[src/rtl/dtlb_perm_pkg.sv]
package dtlb_perm_pkg;

  typedef enum logic [1:0] {
    CLS_NONE   = 2'd0,
    CLS_ACCESS = 2'd1,
    CLS_PROT   = 2'd2
  } fault_cls_e;

  typedef enum logic [2:0] {
    RSN_NONE  = 3'd0,
    RSN_PRIV  = 3'd1,
    RSN_OTHER = 3'd2,
    RSN_SIDE  = 3'd3,
    RSN_NFO   = 3'd4
  } fault_rsn_e;

  // number of ranked permission checks
  localparam int unsigned NUM_CHECKS = 4;

  typedef struct packed {
    logic priv;
    logic writable;
    logic nofault;
    logic sideeff;
  } page_attr_t;

endpackage

[src/rtl/dtlb_perm_rank.sv]
module dtlb_perm_rank
  import dtlb_perm_pkg::*;
(
  input  page_attr_t attr,
  input  logic       is_write,
  input  logic       is_priv,
  input  logic       nf_asi,
  output logic       fault,
  output logic [1:0] cls,
  output logic [2:0] rsn,
  output logic       uncache
);

  // index 0 is highest priority
  logic [NUM_CHECKS-1:0] hit;
  logic [1:0]            cls_tab [NUM_CHECKS];
  logic [2:0]            rsn_tab [NUM_CHECKS];

  assign hit[0] = !is_priv && attr.priv;
  assign hit[1] = is_write && !attr.writable;
  assign hit[2] = attr.nofault && !nf_asi;
  assign hit[3] = attr.sideeff && nf_asi;

  assign cls_tab[0] = CLS_ACCESS;
  assign rsn_tab[0] = RSN_PRIV;
  assign cls_tab[1] = CLS_PROT;
  assign rsn_tab[1] = RSN_OTHER;
  assign cls_tab[2] = CLS_ACCESS;
  assign rsn_tab[2] = RSN_NFO;
  assign cls_tab[3] = CLS_ACCESS;
  assign rsn_tab[3] = RSN_SIDE;

  always_comb begin
    cls = CLS_NONE;
    rsn = RSN_NONE;
    for (int k = NUM_CHECKS - 1; k >= 0; k--) begin
      if (hit[k]) begin
        cls = cls_tab[k];
        rsn = rsn_tab[k];
      end
    end
  end

  assign fault   = |hit;
  assign uncache = !fault && attr.sideeff;

endmodule

[src/rtl/dtlb_fault_capture.sv]
module dtlb_fault_capture #(
  parameter int unsigned VA_W  = 48,
  parameter int unsigned CTX_W = 13,
  parameter int unsigned ASI_W = 8,
  localparam int unsigned TAG_W = VA_W + CTX_W,
  localparam int unsigned SR_W  = ASI_W + 4
) (
  input  logic             clk,
  input  logic             rst_n,
  input  logic             cap_en,
  input  logic [VA_W-1:0]  va,
  input  logic [CTX_W-1:0] ctx,
  input  logic [1:0]       ctx_type,
  input  logic [ASI_W-1:0] asi,
  input  logic             is_write,
  input  logic             sideeff,
  output logic             tag_we,
  output logic [TAG_W-1:0] tag_q,
  output logic             sr_we,
  output logic [SR_W-1:0]  sr_q
);

  always_ff @(posedge clk) begin
    if (!rst_n) begin
      tag_we <= 1'b0;
      sr_we  <= 1'b0;
      tag_q  <= '0;
      sr_q   <= '0;
    end else begin
      tag_we <= cap_en;
      sr_we  <= cap_en;
      if (cap_en) begin
        tag_q <= {va, ctx};
        sr_q  <= {asi, sideeff, ctx_type, is_write};
      end
    end
  end


  sr_hold_chk: assert property (@(posedge clk) disable iff (!rst_n)
    !sr_we |-> $stable(sr_q));

endmodule

[src/rtl/dtlb_perm_fault.sv]
module dtlb_perm_fault
  import dtlb_perm_pkg::*;
#(
  parameter int unsigned VA_W  = 48,
  parameter int unsigned CTX_W = 13,
  parameter int unsigned ASI_W = 8
) (
  input  logic                  clk,
  input  logic                  rst_n,
  input  logic                  req_valid,
  input  logic [VA_W-1:0]       req_va,
  input  logic [CTX_W-1:0]      req_ctx,
  input  logic [1:0]            req_ctx_type,
  input  logic [ASI_W-1:0]      req_asi,
  input  logic                  req_write,
  input  logic                  req_priv,
  input  logic                  req_nf_asi,
  input  logic                  pg_priv,
  input  logic                  pg_writable,
  input  logic                  pg_nofault,
  input  logic                  pg_sideeff,
  output logic                  rsp_valid,
  output logic                  rsp_fault,
  output logic [1:0]            fault_class,
  output logic [2:0]            fault_reason,
  output logic                  rsp_uncacheable,
  output logic                  tag_we,
  output logic [VA_W+CTX_W-1:0] tag_data,
  output logic                  sfsr_we,
  output logic [ASI_W+3:0]      sfsr_data
);

  page_attr_t attr;
  logic       d_fault;
  logic [1:0] d_cls;
  logic [2:0] d_rsn;
  logic       d_unc;

  assign attr = '{priv: pg_priv, writable: pg_writable,
                  nofault: pg_nofault, sideeff: pg_sideeff};

  dtlb_perm_rank u_rank (
    .attr     (attr),
    .is_write (req_write),
    .is_priv  (req_priv),
    .nf_asi   (req_nf_asi),
    .fault    (d_fault),
    .cls      (d_cls),
    .rsn      (d_rsn),
    .uncache  (d_unc)
  );

  dtlb_fault_capture #(.VA_W(VA_W), .CTX_W(CTX_W), .ASI_W(ASI_W)) u_cap (
    .clk      (clk),
    .rst_n    (rst_n),
    .cap_en   (req_valid && d_fault),
    .va       (req_va),
    .ctx      (req_ctx),
    .ctx_type (req_ctx_type),
    .asi      (req_asi),
    .is_write (req_write),
    .sideeff  (pg_sideeff),
    .tag_we   (tag_we),
    .tag_q    (tag_data),
    .sr_we    (sfsr_we),
    .sr_q     (sfsr_data)
  );

  always_ff @(posedge clk) begin
    if (!rst_n) begin
      rsp_valid       <= 1'b0;
      rsp_fault       <= 1'b0;
      fault_class     <= CLS_NONE;
      fault_reason    <= RSN_NONE;
      rsp_uncacheable <= 1'b0;
    end else begin
      rsp_valid       <= req_valid;
      rsp_fault       <= req_valid && d_fault;
      fault_class     <= req_valid ? d_cls : CLS_NONE;
      fault_reason    <= req_valid ? d_rsn : RSN_NONE;
      rsp_uncacheable <= req_valid && d_unc;
    end
  end


  rsp_lat_chk: assert property (@(posedge clk) disable iff (!rst_n)
    req_valid |=> rsp_valid);


  priv_first_chk: assert property (@(posedge clk) disable iff (!rst_n)
    (req_valid && !req_priv && pg_priv) |=>
      (fault_class == CLS_ACCESS && fault_reason == RSN_PRIV));


  prot_second_chk: assert property (@(posedge clk) disable iff (!rst_n)
    (req_valid && (req_priv || !pg_priv) && req_write && !pg_writable) |=>
      (fault_class == CLS_PROT && fault_reason == RSN_OTHER));


  tag_we_match_chk: assert property (@(posedge clk) disable iff (!rst_n)
    tag_we == rsp_fault);


  tag_hold_chk: assert property (@(posedge clk) disable iff (!rst_n)
    !tag_we |-> $stable(tag_data));


  unc_clean_chk: assert property (@(posedge clk) disable iff (!rst_n)
    rsp_uncacheable |-> !rsp_fault);


  no_fault_zero_chk: assert property (@(posedge clk) disable iff (!rst_n)
    !rsp_fault |-> (fault_class == CLS_NONE && fault_reason == RSN_NONE));

endmodule

[config.mk]
export PLATFORM = sky130hd
export DESIGN_NAME = dtlb_perm_fault
export DESIGN_NICKNAME = d
export VERILOG_FILES = /design/src/rtl/dtlb_perm_pkg.sv /design/src/rtl/dtlb_perm_rank.sv /design/src/rtl/dtlb_fault_capture.sv /design/src/rtl/dtlb_perm_fault.sv
export SDC_FILE = /design/constraint.sdc
export NUM_CORES = 1
export LEC_CHECK = 0
export ABC_CLOCK_PERIOD_IN_PS = 1400
export CAP_MARGIN = 20
export CORE_ASPECT_RATIO = 1.1
export CORE_UTILIZATION = 32
export CTS_CLUSTER_SIZE = 40
export DETAILED_ROUTE_END_ITERATION = 10
export PLACE_DENSITY_LB_ADDON = 0.08
export SLEW_MARGIN = 20
export SYNTH_ARGS = -nofsm -noshare
export SYNTH_HDL_FRONTEND = slang
export SYNTH_SLANG_ARGS = --single-unit
[constraint.sdc]
create_clock -name clk -period 1.4 [get_ports clk]
set_input_delay 0.28 -clock clk [delete_from_list [all_inputs] [get_ports clk]]
set_output_delay 0.28 -clock clk [all_outputs]
set_load 0.02 [all_outputs]
==> results.toml <==
[sta]
finClkSkew_ns = 0
fin_crit_ns = 1.34
fmax_mhz = 745
hold_viol_final = 0
finalWorstSetupSlack_ns = 0.0580
worst_slew_pin_slew_ns = 0.295
max_slew_margin = 0.804
period_share = 0.959
setup_viol = 0
final_max_slew_viol_count = 0
rsz0062_at_grt = "true"
hold_ws_ns = 0.332

[synthesis]
synth_fp_nets = 429
avgSynthCellArea_sq_um = 9.45
synth-seq-cells = 81
synth_area_sq_um = 3290
yosys_warnings = 0
ys_seq_area_frac = 0.493
syn_inst = 348
synth_cell_type_count = 18

[setup_path]
path_buf_inv = 1
worstPathRequired_ns = 1.12
start_kind = "register"
crit_slowest_cell = "dfxtp_1"
cp_max_fo = 3
critPathMaxStageDelay_ns = 0.37
critical-path-top-delay-family = "flip-flops"
worstPathCellList = "dlygate4sd2_1"
crit_type = "register to primary output"
critPathArrivalTime_ns = 1.06
end_kind = "primary output"

[pwr]
p_leak_nw = 2.55
p_sw_frac = 0.261
combinationalPowerShare = 0.209
p_switching_mw = 1.45
total_power_mw = 5.55
power_density_nw_per_um2 = 1050
p_int_mw = 4.10
peakVddDrop_mv = 0.586
share_seq_of_total_power = 0.454
pwr-share-clk = 0.337

[clocking]
cts.path.max_buffers = 2
clk-insertion-delay-late_ns = 0.35
numCtsBuffers = 9
ctsHoldBuffers = 0
clkSinkCount = 81
path_clk_slew_ns = 0.08
clockRootBuffer = "clkbuf_8"
cts_tree = "yes"
cts-htree-levels = 3

[finish]
layout_common_cells = "nand2_1, dlygate4sd2_1, dfxtp_1"
drive_above_1_share = 0.0803
final_common_cell = "nand2_1"
post-route-util = 0.533
final_cells = 643
fin_nets = 600
fillers = 965
syn_to_final_growth_pct = 61.0
diodes = 0

[place]
gp_congestion = 0.692
dp_cells = 624
post-place-ws_ns = -0.445
io_buffers = 163
dp_hpwl_mm = 5.94

[route]
drt.antenna.violating_nets = 0
initialDrtViolationCount = 106
drt-pass1-iter-count = 4
routed_wirelength_mm = 8.33
wl_per_cell_um = 12.9
vias_per_cell = 4.40
drc_errors = 0
vias = 2830

[worst_hold_path]
hold_path_class = "input pin to register"

[floorplanning]
dieHeight_um = 108
die_w_um = 98.6
rows = 38
start_util = 0.331
ioPinCount = 164
die-area_sq_um = 10700
core_sq_um = 9940

[global_routing]
grt_usage = 0.160
overflow = 0
grt_pass1_vias = 2809
grt_max_degree = 37
grt_pass1_wl_mm = 13.3
antenna_found_initial = 0

[flow_run]
drv_cap = 0

[status]
status = "finished, final reports clean"
==> area by class of cell <==
class	instances	area, sq um	area share
Clock buffer	12	145	0.0274
Tap cell	120	150	0.0284
Multi-Input combinational cell	239	1430	0.270
Sequential cell	81	1620	0.306
Timing Repair Buffer	186	1880	0.354
Inverter	2	7.51	0.00142
Clock inverter	3	65.1	0.0123
==> routing by layer <==
metal	up-vias	routed length, um	GRT usage
met5	-	0	0
met1	1260	3670	0.186
met4	0	141	0.0725
li1	1458	-	-
met2	100	3880	0.266
met3	12	639	0.0582
==> power groups by stage <==
stage | clock network (mW) | registers (mW) | logic, mW
after global placement | 0 | 2.58 | 1.23
after global routing | 2.06 | 2.54 | 1.25
after CTS | 1.95 | 2.52 | 1.15
final | 1.87 | 2.52 | 1.16
after floorplan | 0 | 2.76 | 0.436
after detailed placement | 0 | 2.58 | 1.24
==> final timing paths <==
kind                       start              end  slack, ns  cells after the start
setup / recovery    u_cap.tag_we          sfsr_we       0.06                      1
hold / removal             rst_n  u_cap.tag_q[59]       0.33                      3
hold reg to reg   u_cap.tag_q[3]   u_cap.tag_q[3]       0.46                      2
setup reg to reg   u_cap.sr_q[0]    u_cap.sr_q[0]       0.80                      2
==> registers in the layout (all words and copies together), names as in the netlist <==
| signal | flops |
|---|---|
| rsp_valid | 1 |
| fault_class | 2 |
| u_cap.tag_q | 61 |
| u_cap.sr_q | 12 |
| u_cap.tag_we | 1 |
| fault_reason | 3 |
| rsp_uncacheable | 1 |
==> stage by stage <==
step / TNS [ns] / instance area [sq um]
2_1_floorplan: 0 / 3290
3_3_place_gp: -24.94 / 5080
3_5_place_dp: -28.93 / 5080
4_1_cts: 0 / 5210
5_1_grt: -0.00299 / 5290
6_report: 0 / 5290
==> worst reg2reg max path, stage by stage, from the launching register on <==
cell and delay (ns):
dfxtp_1 0.32, nand2_1 0.06, mux2i_1 0.14
==> Yosys cell counts <==
| cell type | instances | area share |
|---|---|---|
| a31oi_1 | 1 | 0.0019 |
| buf_2 | 2 | 0.0030 |
| nand2_1 | 150 | 0.17 |
| a41oi_4 | 1 | 0.0084 |
| nand2b_4 | 2 | 0.0084 |
| nor2b_1 | 1 | 0.0019 |
| clkbuf_1 | 14 | 0.016 |
| dfxtp_1 | 81 | 0.49 |
| a21oi_1 | 3 | 0.0046 |
| nor2_1 | 2 | 0.0023 |
| inv_1 | 2 | 0.0023 |
| nor3_1 | 2 | 0.0030 |
| a21o_1 | 1 | 0.0023 |
| nand2b_2 | 1 | 0.0027 |
| buf_4 | 2 | 0.0046 |
| buf_12 | 8 | 0.049 |
| mux2i_1 | 73 | 0.22 |
| nand3_1 | 2 | 0.0030 |
==> timing repair <==
item / in CTS / in global routing
endpoints found under the setup margin: 141 / 42
cloned: 0 / 2
resized for setup: 90 / 9
buffers inserted: 0 / 2
pin swaps: 1 / 2
==> logic make-up after synthesis <==
kind of cell	share of synthesized area
simple gates	0.193
flops	0.493
compound gates	0.0171
mux	0.222
buf+inv	0.0746
Note: power is estimated with default switching activity, not from simulation.
